**src/rtl/pwm_audio_pkg.sv**
```systemverilog
package pwm_audio_pkg;
    typedef enum logic [1:0] {
        FEED_PRIME  = 2'd0,
        FEED_PLAY   = 2'd1,
        FEED_STARVE = 2'd2
    } feed_state_t;
endpackage

```
**src/rtl/pwm_tick_gen.sv**
```systemverilog
module pwm_tick_gen #(
    parameter int PRESCALE = 9,
    parameter int W        = 8
) (
    input  logic         clk,
    input  logic         rst_n,
    input  logic         run,
    output logic [W-1:0] step_cnt,
    output logic         wrap
);
    localparam int             PW       = (PRESCALE > 2) ? $clog2(PRESCALE) : 1;
    localparam logic [PW-1:0]  PRE_LAST = PW'(PRESCALE - 1);
    localparam logic [W-1:0]   CNT_LAST = {W{1'b1}};

    logic [PW-1:0] pre_cnt;
    logic          pre_term;

    assign pre_term = (pre_cnt == PRE_LAST);
    assign wrap     = run && pre_term && (step_cnt == CNT_LAST);

    always_ff @(posedge clk) begin
        if (!rst_n || !run) begin
            pre_cnt  <= '0;
            step_cnt <= '0;
        end else if (pre_term) begin
            pre_cnt  <= '0;
            step_cnt <= step_cnt + 1'b1;
        end else begin
            pre_cnt  <= pre_cnt + 1'b1;
        end
    end
endmodule

```
**src/rtl/pwm_feed_fsm.sv**
```systemverilog
module pwm_feed_fsm
    import pwm_audio_pkg::*;
(
    input  logic clk,
    input  logic rst_n,
    input  logic fifo_empty,
    input  logic wrap,
    output logic fifo_pop,
    output logic load,
    output logic run,
    output logic underrun
);
    feed_state_t state_q, state_d;

    always_ff @(posedge clk) begin
        if (!rst_n) state_q <= FEED_PRIME;
        else        state_q <= state_d;
    end

    always_comb begin
        state_d = state_q;
        unique case (state_q)
            FEED_PRIME:  if (!fifo_empty) state_d = FEED_PLAY;
            FEED_PLAY,
            FEED_STARVE: if (wrap) state_d = fifo_empty ? FEED_STARVE : FEED_PLAY;
            default:     state_d = FEED_PRIME;
        endcase
    end

    always_comb begin
        fifo_pop = 1'b0;
        run      = 1'b0;
        underrun = 1'b0;
        unique case (state_q)
            FEED_PRIME:  fifo_pop = !fifo_empty;
            FEED_PLAY: begin
                run      = 1'b1;
                fifo_pop = wrap && !fifo_empty;
            end
            FEED_STARVE: begin
                run      = 1'b1;
                underrun = 1'b1;
                fifo_pop = wrap && !fifo_empty;
            end
            default: ;
        endcase
        load = fifo_pop;
    end
endmodule

```
**src/rtl/pwm_slice.sv**
```systemverilog
module pwm_slice #(
    parameter int W = 8
) (
    input  logic         clk,
    input  logic         rst_n,
    input  logic         load,
    input  logic [W-1:0] din,
    input  logic         run,
    input  logic [W-1:0] step_cnt,
    output logic [W-1:0] smp,
    output logic         pwm
);
    always_ff @(posedge clk) begin
        if (!rst_n)    smp <= '0;
        else if (load) smp <= din;
    end

    assign pwm = run && (step_cnt < smp);
endmodule

```
**src/rtl/pwm_audio_dac.sv**
```systemverilog
module pwm_audio_dac #(
    parameter int SAMPLE_W = 8,
    parameter int PRESCALE = 9
) (
    input  logic                  clk,
    input  logic                  rst_n,
    input  logic [2*SAMPLE_W-1:0] fifo_data,
    input  logic                  fifo_empty,
    output logic                  fifo_pop,
    output logic                  pwm_left,
    output logic                  pwm_right,
    output logic                  underrun
);
    localparam int NCH = 2;

    logic                run;
    logic                wrap;
    logic                load;
    logic [SAMPLE_W-1:0] step_cnt;
    logic [SAMPLE_W-1:0] chan_smp [NCH];
    logic [NCH-1:0]      chan_pwm;
    logic [SAMPLE_W-1:0] smp_l, smp_r;

    pwm_tick_gen #(.PRESCALE(PRESCALE), .W(SAMPLE_W)) u_tick (
        .clk(clk), .rst_n(rst_n), .run(run), .step_cnt(step_cnt), .wrap(wrap)
    );

    pwm_feed_fsm u_fsm (
        .clk(clk), .rst_n(rst_n), .fifo_empty(fifo_empty), .wrap(wrap),
        .fifo_pop(fifo_pop), .load(load), .run(run), .underrun(underrun)
    );

    for (genvar ch = 0; ch < NCH; ch++) begin : g_chan
        pwm_slice #(.W(SAMPLE_W)) u_slice (
            .clk(clk), .rst_n(rst_n), .load(load),
            .din(fifo_data[ch*SAMPLE_W +: SAMPLE_W]),
            .run(run), .step_cnt(step_cnt),
            .smp(chan_smp[ch]), .pwm(chan_pwm[ch])
        );
    end

    assign smp_l     = chan_smp[0];
    assign smp_r     = chan_smp[1];
    assign pwm_left  = chan_pwm[0];
    assign pwm_right = chan_pwm[1];
endmodule

```
**config.mk**
```make
export PLATFORM = sky130hd
export DESIGN_NAME = pwm_audio_dac
export DESIGN_NICKNAME = d
export VERILOG_FILES = /design/src/rtl/pwm_audio_pkg.sv /design/src/rtl/pwm_tick_gen.sv /design/src/rtl/pwm_feed_fsm.sv /design/src/rtl/pwm_slice.sv /design/src/rtl/pwm_audio_dac.sv
export SDC_FILE = /design/constraint.sdc
export NUM_CORES = 1
export LEC_CHECK = 0
export CORE_MARGIN = 8
export CORE_UTILIZATION = 40
export DETAILED_ROUTE_END_ITERATION = 8
export SLEW_MARGIN = 20
export SYNTH_ARGS = -nofsm -noshare
export SYNTH_HDL_FRONTEND = slang
export SYNTH_SLANG_ARGS = --single-unit
```
**constraint.sdc**
```tcl
create_clock -name clk -period 1.9 [get_ports clk]
set_input_delay 0.19 -clock clk [delete_from_list [all_inputs] [get_ports clk]]
set_output_delay 0.19 -clock clk [all_outputs]
set_load 0.05 [all_outputs]
```
* Yosys cells after proc, flatten, opt, wreduce, memory -nomap -nowiden
Cells that the tools add are included.
Word-level totals: output and inout bits 4, bits in registers 30, bits of input ports 19, logic and storage cells 35
Operators by class: add/sub/neg operators 2, reduce and logical (&&, ||, !) cells 13, equality and inequality tests 6, multiplexer cells 7, magnitude comparators 2
Operator list (number):
- 8-bit < comparator | 2
- 8-bit by 1-bit adder with 8-bit output (second input constant) | 1
- 8-bit equality test (second input constant) | 1
- 2-bit two-way mux | 3
- 1-bit logical AND | 5
- 4-bit by 1-bit adder with 4-bit output (second input constant) | 1
- 4-bit equality test (second input constant) | 1
- 2-bit case mux with 2 select lines | 1
- 2-bit OR reduction | 2
- 1-bit zero test | 3
- 2-bit by 1-bit equality test with 1-bit output (second input constant) | 1
- 2-bit equality test (second input constant) | 1
- 2-bit zero test | 1
- 1-bit two-way mux | 2
- 2-bit by 1-bit inequality test with 1-bit output (second input constant) | 1
- 2-bit inequality test (second input constant) | 1
- 1-bit case mux with 2 select lines | 1
- 2-bit AND reduction | 1
- 1-bit logical OR | 1

* Logic depth before layout (Yosys ltp)
Gate-level depths: netlist (run 1).
depth in word-level cells 7, gate-level depth with buffers 8, gate-level depth less buffers 6

* Hierarchy
Synthesis (run 1) repeated with hierarchy kept, for this count alone.
Unflattened totals: cells, all modules 184, area total of the unflattened synthesis 1699.1 um2
Modules (own cells, without submodules):
- pwm_tick_gen | cells each 62, area an instance 554.3 um2, seq. area each 240.2 um2, instances 1
- pwm_slice at g_chan[1].u_slice | cells each 51, area an instance 490.5 um2, seq. area each 160.2 um2, instances 1
- pwm_slice at g_chan[0].u_slice | cells each 51, area an instance 485.5 um2, seq. area each 160.2 um2, instances 1
- pwm_feed_fsm | cells each 20, area an instance 168.9 um2, seq. area each 40.0 um2, instances 1

* Worst setup path after synthesis (run 1)
No wires, ideal clock.
path kind reg-to-output, from register u_tick.pre_cnt[0], to output port fifo_pop, required time 1.710 ns, buffers on the path 1, setup slack -0.339 ns, stages on the path, launching flop included 7, arrival 2.049 ns, cell sequence dfxtp_1 -> inv_1 -> ha_1 -> and3b_1 -> buf_6 -> a41oi_4 -> nor3_1
Between the ends: longest elaborated chain between the ends 5
Ends and longest elaborated chain:
- start, declared | line pwm_tick_gen.sv:15 | logic [PW-1:0] pre_cnt;
- start signal, assigned | line pwm_tick_gen.sv:29 | pre_cnt <= pre_cnt + 1'b1;
- 4-bit equality test | line pwm_tick_gen.sv:18 | assign pre_term = (pre_cnt == PRE_LAST);
- 1-bit logical AND (2 in a row) | line pwm_tick_gen.sv:19 | assign wrap = run && pre_term && (step_cnt == CNT_LAST);
- 1-bit logical AND | line pwm_feed_fsm.sv:38, pwm_feed_fsm.sv:43
- 1-bit case mux with 2 select lines | line pwm_feed_fsm.sv:34 | unique case (state_q)
- end, declared | line pwm_audio_dac.sv:9 | output logic fifo_pop,
No other way between the ends.

* Final worst setup path (run 1)
from register u_tick.step_cnt[7], to output port pwm_left
Between the ends: longest elaborated chain between the ends 2
Ends and longest elaborated chain:
- start, declared | line pwm_tick_gen.sv:8 | output logic [W-1:0] step_cnt,
- start signal, assigned | line pwm_tick_gen.sv:27 | step_cnt <= step_cnt + 1'b1;
- 8-bit < comparator | line pwm_slice.sv:18 | assign pwm = run && (step_cnt < smp);
- 1-bit logical AND | line pwm_slice.sv:18
- end, declared | line pwm_audio_dac.sv:10 | output logic pwm_left,
No other way between the ends.

==> run metrics, run 1 <==
outcome finished with violations; failing checks negative setup slack; Die Area roughly 6300 µm²; antenna violations before repair 0; setup violators final 2; relative slew slack 69.09%; max incr delay on CP 0.38 ns; GRT Total Usage around 13%; Hold WS roughly 0.44 ns; share of the synthesized area in the top cell type a little under two fifths; Synth Cell Area approximately 1600 µm²; number of flops mapped to enable cells by yosys 0; Max Cap Viol 0; Cell Rows 23; Tmin final 1.953 ns; DIE HEIGHT roughly 80 µm; Power per Cell Area 682.6 nW/µm²; Worst Hold Class reg -> reg; Critical Path, Cell by Cell ha_4, and3_4, a221o_1, a31oi_4, buf_12; vias per std cell about 5.3; Post-DP Area a little under 2000 µm²; Synth async-reset ratio 0%; CP Data Required Time approximately 1.7 ns; CTS root buffer clkbuf_8; CTS tree yes; Avg WL per Cell about 15 µm; Synth Area per Inst 9.627 µm²; fmax 0.5119 GHz; Num Clock Sinks 30; PortBufs 22; CP startpoint kind flip-flop; #FFs+latches synth 30; number of global-route vias before repair about 1,400; initial core utilization roughly two fifths; largest net degree at the start of global routing 17; most common cell in the netlist dfxtp_1; Synth area leaders dfxtp_1 (37%), ha_1 (16%), a22o_1 (5.4%), inv_1 (4.4%), a22o_2 (3.7%); Overflow after GRT 0; drt pass-1 iters 4; H-tree depth 2; footprint of the multi-input gates 1044 µm²; area delta synth->final 39.22%; Post-synth top cells dfxtp_1 (30), ha_1 (20), inv_1 (19); Hold Buf Count CTS 0; net count reported at finish 244; skew final between 0.004 and 0.005 ns; Max Transition Viols Final 0; Final period util 102.8%; Ports 23; final instance area approximately 2200 µm²; Longest Clk Path Bufs 2; Final GP Congestion ~0.79; Syn Inst Count 167; peak supply drop between 0.4 and 0.5 mV; Worst path slowest cell dfxtp_4; CORE AREA roughly 4000 µm²; worst setup margin -0.05339 ns; type of the worst setup path reg -> out; cts bufs inserted 5; layout cells sized above 1 around a third; drt total wl between 3000 and 4000 µm; Crit path arrival time about 1.8 ns; post-DP HPWL ~2700 µm; Hold Fails Final Rpt 0; crit-path max FO 4; number of remaining DRC errors 0; library cells used by synthesis 36; Synth Flop Type dfxtp_1; RSZ-0062 raised after global routing yes; Via Count 1,353; dominant cell type by area after synthesis dfxtp_1; DR iter-0 viols about 70; Post-DRT Antenna Nets 0; worst-margin pin slew roughly 0.46 ns; Layout fillers 343; later-pin clock latency in the skew report between 0.2 and 0.3 ns; Critical Path End Type output pin; Lkg Pwr slightly below 0.9 nW; yosys warns 0; syn_nets 206; Die W about 79 µm; Seq. cell area ~620 µm²; CTS clk-pin slew, worst paths about 0.060 ns; wire length of the first global-routing pass about 6500 µm; sequential area share after synthesis 37.35%; n_diodes 0
[flip-flops by register name, indices dropped and copies added (netlist names)]
signal / count
u_tick.pre_cnt: 4
g_chan.u_slice.smp: 16
u_tick.step_cnt: 8
u_fsm.state_q: 2
[cell families after synthesis]
family	Yosys count	share of synthesized area [%]
simple gates	48	15.80
xor+xnor	7	3.813
mux	1	0.6226
compound gates	38	20.08
flops	30	37.35
fa+ha+maj	20	15.56
buf+inv	23	6.770
[final timing paths]
| path | to | start | cells past startpoint | slack [ns] |
|---|---|---|---|---|
| worst max-delay path | pwm_left | u_tick.step_cnt[7] | 5 | -0.05 |
| worst min-delay path | u_tick.pre_cnt[0] | u_tick.pre_cnt[0] | 1 | 0.44 |
| worst min register to register | u_tick.pre_cnt[0] | u_tick.pre_cnt[0] | 1 | 0.44 |
| worst max register to register | g_chan[0].u_slice.smp[7] | u_fsm.state_q[0] | 7 | 0.10 |
[cell usage in the layout, fill, tap and decap left out, types with 2 or more instances in the layout]
cell,n
dfxtp_2,10
nor3_1,3
a31oi_4,2
xnor2_1,3
a21o_1,2
clkdlybuf4s50_1,18
nor2_1,11
nand2b_1,5
nand3_1,3
inv_1,15
and3_1,2
a22o_1,10
a22o_2,6
ha_1,13
a221o_1,2
buf_12,3
clkbuf_8,6
nand2_1,10
ha_4,7
and3_2,2
xor2_1,4
a21oi_1,7
and3_4,2
nand3b_1,2
dfxtp_4,3
buf_4,14
nand4_1,2
dfxtp_1,17
inv_2,4
[critical path, delay by kind of cell, from the launching register on]
family | cells | cell delay, ns
adders and majority gates | 1 | 0.24
DFF | 1 | 0.38
buffers and inverters | 1 | 0.16
and+or+nand+nor | 1 | 0.18
AOI/OAI and AO/OA | 2 | 0.53
[stage by stage]
stage | worst slack [ns] | total power, mW | setup TNS, ns | utilization [%] | instances
after floorplan | 0.01118 | 0.8508 | 0 | - | 167
after global placement | 0.06951 | 0.9417 | 0 | 49.32 | 240
after detailed placement | -0.04494 | 0.9508 | -0.6277 | 49.32 | 240
after CTS | -0.04928 | 1.526 | -0.08842 | 56.08 | 253
after global routing | -0.09257 | 1.601 | -0.1747 | 56.78 | 256
final | -0.05339 | 1.528 | -0.1044 | 56.78 | 256
[routing by layer]
| layer | GRT usage, % | wire, µm | part of all wire (%) |
|---|---|---|---|
| met5 | 0 | 0 | 0 |
| met4 | 5.556 | 61 | 1.6 |
| met3 | 3.941 | 122 | 3.2 |
| met2 | 21.94 | 1961 | 51 |
| met1 | 14.77 | 1689 | 44 |
[where the power goes]
part	internal (mW)	leakage [nW]	switching (mW)
registers	0.658	0.251	0.0193
clock network	0.292	0.0482	0.241
logic	0.170	0.588	0.148
[repair_timing]
| item | 4_1_cts | 5_1_grt |
|---|---|---|
| gates resized for setup | 27 | 8 |
| setup endpoints to repair | 19 | 3 |
| buffers inserted | 5 | 3 |
| hold endpoints to repair | 0 | 0 |
| pin swaps | 8 | 2 |
[area by class of cell]
| cell class | instances | area share, % |
|---|---|---|
| sequential | 30 | 27.89 |
| tap | 50 | 2.795 |
| clock buffer | 7 | 3.857 |
| clock inverter | 1 | 0.2236 |
| timing repair buffer | 35 | 15.43 |
| inverter | 19 | 3.186 |
| multi-input combinational | 114 | 46.62 |
(Power assumes the default switching activity.)
==> inputs of run 2 (changes only) <==
clock period = 2.23 ns   (was 1.9 ns; I/O delays follow)
==> run metrics, run 2 (same netlist as run 1, synthesis figures left out) <==
top cell family by delay on the critical path compound AO/OA/AOI/OAI gates; Post-DP Area 1896 µm² (-2.5%); Hold Buf Count CTS 0 (unchanged); Tmin final 2.161 ns; number of remaining DRC errors 0 (unchanged); Avg WL per Cell 14.21 µm (-5.1%); wire length of the first global-routing pass 5796 µm (-11%); final core utilization 50.62% (-6.2 points); Top reg by flops g_chan.u_slice.smp; fmax approximately 0.46 GHz; H-tree depth 2 (unchanged); Layout fillers 361 (+5.2%); Max Cap Viol 0 (unchanged); reg2reg path depth 5 (-2); outcome finished clean; type of the worst setup path reg -> out; initial core utilization 40.78% (unchanged); start point of the critical path u_fsm.state_q[1]; Max Transition Viols Final 0 (unchanged); CP startpoint kind flip-flop; Via Count 1,267 (-6.4%); Hold Fails Final Rpt 0 (unchanged); Worst path slowest cell dfxtp_1; most frequent cells in the layout dfxtp_1 (28), inv_1 (19), ha_1 (19), clkdlybuf4s50_1 (19), nor2_1 (11); layout cells sized above 1 14.06% (-17 points); Die Area 6304 µm² (unchanged); cts bufs inserted 5 (unchanged); Critical Path, Cell by Cell inv_1, ha_2, nand2b_1, a221o_1, a31oi_2, buf_12; CTS clk-pin slew, worst paths 0.06 ns (about the same); CP Depth 6 (+1); PortBufs 22 (unchanged); antenna violations before repair 0 (unchanged); setup violators final 0 (-2); Lkg Pwr 0.8044 nW (-9.4%); Overflow after GRT 0 (unchanged); Final GP Congestion 0.8331 (+5.1%); DIE HEIGHT 79.40 µm (unchanged); max reg flops 16 (unchanged); number of global-route vias before repair 1,309 (-8.5%); post-CTS setup buffers 0 (-5); Worst Hold Class reg -> reg; CP Data Required Time 2.01 ns (+0.30 ns); Top Registers g_chan.u_slice.smp x16, u_tick.step_cnt x8, u_tick.pre_cnt x4; Final period util 96.89%; Ports 23 (unchanged); peak supply drop 0.3855 mV (-19%); Die W 79.40 µm (unchanged); Cell Rows 23 (unchanged); area delta synth->final 24.12%; CORE AREA 3943 µm² (unchanged); vias per std cell 5.236 (-0.94%); Crit path arrival time 1.94 ns (+0.18 ns); final instance area 1996 µm² (-11%); Num Clock Sinks 30 (unchanged); r2r startpoint u_fsm.state_q[1]; worst-margin pin slew 0.6704 ns (+0.2078 ns); Longest Clk Path Bufs 2 (unchanged); Reg-to-Reg End g_chan[1].u_slice.smp[5]; commonest non-fill, non-tap cell in the layout dfxtp_1; CTS root buffer clkbuf_8; crit-path max FO 7 (+3); net count reported at finish 232 (-4.9%); Post-DRT Antenna Nets 0 (unchanged); max incr delay on CP 0.42 ns (+0.04 ns); CTS tree yes; largest net degree at the start of global routing 17 (unchanged); Critical Path End Type output pin; DR iter-0 viols 54 (-25%); relative slew slack 55.26% (-14 points); Power per Cell Area 610.4 nW/µm² (-11%); drt total wl 3439 µm (-10%); reg2reg setup slack 0.29 ns (+0.19 ns); n_diodes 0 (unchanged); GRT Total Usage 11.42% (-1.6 points); post-DP HPWL 2576 µm (-5.5%); crit path to pwm_left; drt pass-1 iters 6 (+2); Crit path buffers/inverters 2 (+1); skew final 0.004925 ns (+0.00008585 ns); later-pin clock latency in the skew report 0.28 ns (about the same)
-- run 2: cell count changes in the layout (fill, tap and decap cells not counted), sizes merged --
cell,previous run,this run
clkinv,1,0
clkdlybuf4s50,18,19
buf,17,4
clkbuf,7,6
-- run 2: what timing repair did --
action / CTS / global route
cloned: 0 / 0
endpoints found under the setup margin: 1 / 2
resized for setup: 1 / 4
-- run 2: final cells by class --
class                      instances  area [µm²]  area share [%]
clock buffer                       6       82.58           4.138
tap                               50       62.56           3.135
sequential                        30       603.1           30.22
inverter                          19       71.32           3.574
timing repair buffer              23       257.7           12.92
multi-input combinational        114       918.4           46.02
-- run 2: worst register-to-register path: stages, from the launching register on --
cell	delay (ns)
dfxtp_1	0.42
inv_1	0.08
ha_2	0.42
a41oi_4	0.14
nor2_2	0.56
a22o_2	0.26
-- run 2: metal layers --
| layer | GRT usage (%) | vias to the layer above | share of wire [%] | routed length, µm |
|---|---|---|---|---|
| met4 | 3.889 | 0 | 0.87 | 30 |
| met3 | 3.829 | 5 | 3.4 | 117 |
| met1 | 13.40 | 604 | 46 | 1574 |
| li1 | - | 642 | - | - |
| met2 | 18.98 | 16 | 50 | 1717 |
| met5 | 0 | - | 0 | 0 |
-- run 2: stage by stage --
stage	hold slack, ns	setup WS (ns)	std cells	power (mW)	setup TNS, ns
after global routing	0.4927	-0.01934	242	1.281	-0.01934
after CTS	0.4775	0.02915	242	1.232	0
after floorplan	0.3556	0.04521	167	0.7144	0
final	0.4727	0.06929	242	1.218	0
after global placement	0.4621	0.3458	236	0.7904	0
after detailed placement	0.4592	0.2543	236	0.7975	0
-- run 2: power by group --
part,internal [mW],switching [mW],total [mW]
logic,0.110,0.107,0.217
clock network,0.237,0.187,0.424
registers,0.562,0.0151,0.577
-- run 2: how the worst min path moves through the flow --
| stage | startpoint | end | slack (ns) | cells past startpoint |
|---|---|---|---|---|
| global placement | g_chan[0].u_slice.smp[1] | g_chan[0].u_slice.smp[1] | 0.46 | 1 |
| floorplan | fifo_data[0] | g_chan[0].u_slice.smp[0] | 0.36 | 1 |
| global route | g_chan[0].u_slice.smp[6] | g_chan[0].u_slice.smp[6] | 0.49 | 1 |
| finish | g_chan[0].u_slice.smp[2] | g_chan[0].u_slice.smp[2] | 0.47 | 1 |
| detailed placement | g_chan[1].u_slice.smp[2] | g_chan[1].u_slice.smp[2] | 0.46 | 1 |
| CTS | g_chan[0].u_slice.smp[2] | g_chan[0].u_slice.smp[2] | 0.48 | 1 |
==> inputs of run 3 (changes only) <==
SYNTH_HIERARCHICAL = 1   (was not set)
clock period = 2.42 ns   (was 2.23 ns; I/O delays follow)
==> run metrics, run 3 <==
Max Cap Viol 0 (unchanged); Lkg Pwr 0.8768 nW (+9.0%); number of global-route vias before repair 1,357 (+3.7%); Crit path arrival time 2.05 ns (+0.11 ns); sequential area share after synthesis 35.35% (-2.0 points); fmax 0.4368 GHz; type of the worst setup path reg -> out; Synth Flop Type dfxtp_1; Critical Path, Cell by Cell inv_1, ha_1, nand3_1, nor3_4, a21oi_1, nor3_4, buf_12, buf_12; Post-DRT Antenna Nets 0 (unchanged); Cell Rows 23 (unchanged); Synth area leaders dfxtp_1 (35%), ha_1 (15%), mux2i_1 (10%), nor2b_1 (7.4%), inv_1 (4.2%); drt total wl 3640 µm (+5.8%); CTS tree yes; max reg flops 16 (unchanged); GRT Total Usage 11.56% (+0.13 points); WHS Endpoint g_chan[0].u_slice/smp[2]; reg2reg setup slack 0.19 ns (-0.10 ns); Worst Hold Launch g_chan[0].u_slice/smp[2]; crit-path max FO 4 (-3); setup violators final 0 (unchanged); Avg WL per Cell 13.63 µm (-4.1%); drt pass-1 iters 4 (-2); Synth Cell Area 1699 µm² (+5.7%); n_diodes 0 (unchanged); wire length of the first global-routing pass 5858 µm (+1.1%); Max Transition Viols Final 0 (unchanged); net count reported at finish 255 (+9.9%); post-DP HPWL 2799 µm (+8.6%); relative slew slack 66.30% (+11 points); Via Count 1,376 (+8.6%); Post-synth top cells dfxtp_1 (30), ha_1 (20), nor2b_1 (20); Die W 81.18 µm (+2.2%); Power per Cell Area 572.5 nW/µm² (-6.2%); DIE HEIGHT 81.18 µm (+2.2%); Overflow after GRT 0 (unchanged); r2r startpoint u_fsm/state_q[1]; cts bufs inserted 5 (unchanged); most common cell in the netlist dfxtp_1; DR iter-0 viols 52 (-3.7%); reg2reg path depth 10 (+5); outcome finished clean; peak supply drop 0.3260 mV (-15%); number of remaining DRC errors 0 (unchanged); antenna violations before repair 0 (unchanged); CP startpoint kind flip-flop; syn_nets 223 (+8.3%); Hold Buf Count CTS 0 (unchanged); Synth Area per Inst 9.234 µm² (-4.1%); area delta synth->final 25.40%; vias per std cell 5.154 (-1.6%); worst-margin pin slew 0.5040 ns (-0.1664 ns); Syn Inst Count 184 (+10%); Final period util between 90% and 100%; yosys warns 6 (+6); Tmin final 2.289 ns; Top reg by flops g_chan.u_slice/smp; skew final 0.002587 ns (-0.002338 ns); commonest non-fill, non-tap cell in the layout dfxtp_1; later-pin clock latency in the skew report 0.28 ns (about the same); CORE AREA 4058 µm² (+2.9%); Synth async-reset ratio 0% (unchanged); dominant cell type by area after synthesis dfxtp_1; Reg-to-Reg End g_chan[1].u_slice/smp[2]; Num Clock Sinks 30 (unchanged); Worst Hold Class reg -> reg; layout cells sized above 1 11.52% (-2.5 points); RSZ-0062 raised after global routing no; Longest Clk Path Bufs 2 (unchanged); Setup TNS Final 0 ns (unchanged); most frequent cells in the layout dfxtp_1 (30), nor2b_1 (20), ha_1 (20), inv_1 (19), clkdlybuf4s50_1 (19); Die Area 6589 µm² (+4.5%); Final GP Congestion 0.7536 (-9.5%); #FFs+latches synth 30 (unchanged); number of flops mapped to enable cells by yosys 0 (unchanged); total power 1.220 mW (+0.14%); Top Registers g_chan.u_slice/smp x16, u_tick/step_cnt x8, u_tick/pre_cnt x4; max incr delay on CP 0.37 ns (-0.05 ns); PortBufs 22 (unchanged); CTS clk-pin slew, worst paths 0.06 ns (about the same); CTS root buffer clkbuf_8; share of the synthesized area in the top cell type 35.35% (-2.0 points); largest net degree at the start of global routing 18 (+1); Ports 23 (unchanged); Worst path slowest cell dfxtp_1; CP Data Required Time 2.18 ns (+0.17 ns); Hold Fails Final Rpt 0 (unchanged); initial core utilization 41.87% (+1.1 points); Critical Path End Type output pin; library cells used by synthesis 34 (-5.6%); Hold Path Stages 2 (+1); H-tree depth 2 (unchanged)
-- run 3: cell count changes in the layout (fill, tap and decap cells not counted), moves of 4 or more --
cell | before | now
a22o_1 | 10 | 0
a22o_2 | 6 | 0
buf_4 | 1 | 8
mux2i_1 | 1 | 17
nor2_1 | 11 | 7
nor2b_1 | 0 | 20
o21ai_0 | 2 | 7
-- run 3: stage by stage --
step           hold WS [ns]  instance area, µm²  util (%)  instances  setup WS, ns
6_report             0.5169                2131     52.51        267        0.1309
2_1_floorplan        0.3702                1715         -        184       0.01222
3_5_place_dp         0.5076                2011     49.55        256        0.3338
5_1_grt              0.5353                2131     52.51        267       0.05973
4_1_cts              0.5233                2102     51.80        264       0.02328
3_3_place_gp         0.4972                2011     49.55        256        0.4342
-- run 3: kinds of logic after synthesis --
| logic type | share of synthesized area [%] |
|---|---|
| simple gates | 21.28 |
| compound gates | 11.34 |
| flops | 35.35 |
| buf+inv | 6.259 |
| fa+ha+maj | 14.73 |
| mux | 10.01 |
| xor+xnor | 1.031 |
-- run 3: worst max path at each step --
stage                       from                       end  depth (start not counted)
3_3_place_gp   u_tick/pre_cnt[0]                  fifo_pop                          8
2_1_floorplan  u_tick/pre_cnt[0]  g_chan[0].u_slice/smp[0]                         11
5_1_grt         u_fsm/state_q[1]                  fifo_pop                          8
3_5_place_dp   u_tick/pre_cnt[0]  g_chan[1].u_slice/smp[2]                          9
4_1_cts        u_tick/pre_cnt[0]                  fifo_pop                          8
6_report        u_fsm/state_q[1]                  fifo_pop                          8
-- run 3: layer usage --
metal | track usage [%] | vias to the layer above | wire, µm
li1 | - | 703 | -
met1 | 12.36 | 629 | 1573
met2 | 19.49 | 32 | 1782
met3 | 3.753 | 12 | 192
met4 | 6.964 | 0 | 91
met5 | 0 | - | 0
-- run 3: repair_timing --
item | 4_1_cts | 5_1_grt
setup endpoints to repair | 0 | 1
buffers inserted | 0 | 3
gates resized for setup | 0 | 1
-- run 3: critical path: cells and delay by family (launching register included) --
kind | cells | cell delay [ns]
adder cells (fa/ha/maj) | 1 | 0.30
AND/OR/NAND/NOR | 3 | 0.62
buffers and inverters | 3 | 0.32
flip-flops | 1 | 0.37
AO/OA/AOI/OAI | 1 | 0.15
-- run 3: cell type report --
type / instances / area (µm²)
clock buffers: 7 / 86.33
flip-flops and latches: 30 / 600.6
multi-input cells: 131 / 1015
repair buffers: 29 / 290.3
well taps: 50 / 62.56
inverters: 19 / 71.32
fillers: 359 / 1927
clock inverters: 1 / 5.005
-- run 3: where the power goes --
group          internal (mW)  total (mW)  switching, mW  leakage, nW
registers              0.521       0.534         0.0135        0.245
logic                  0.135       0.268          0.134        0.584
clock network          0.229       0.417          0.188       0.0482
total                  0.884        1.22          0.336        0.877
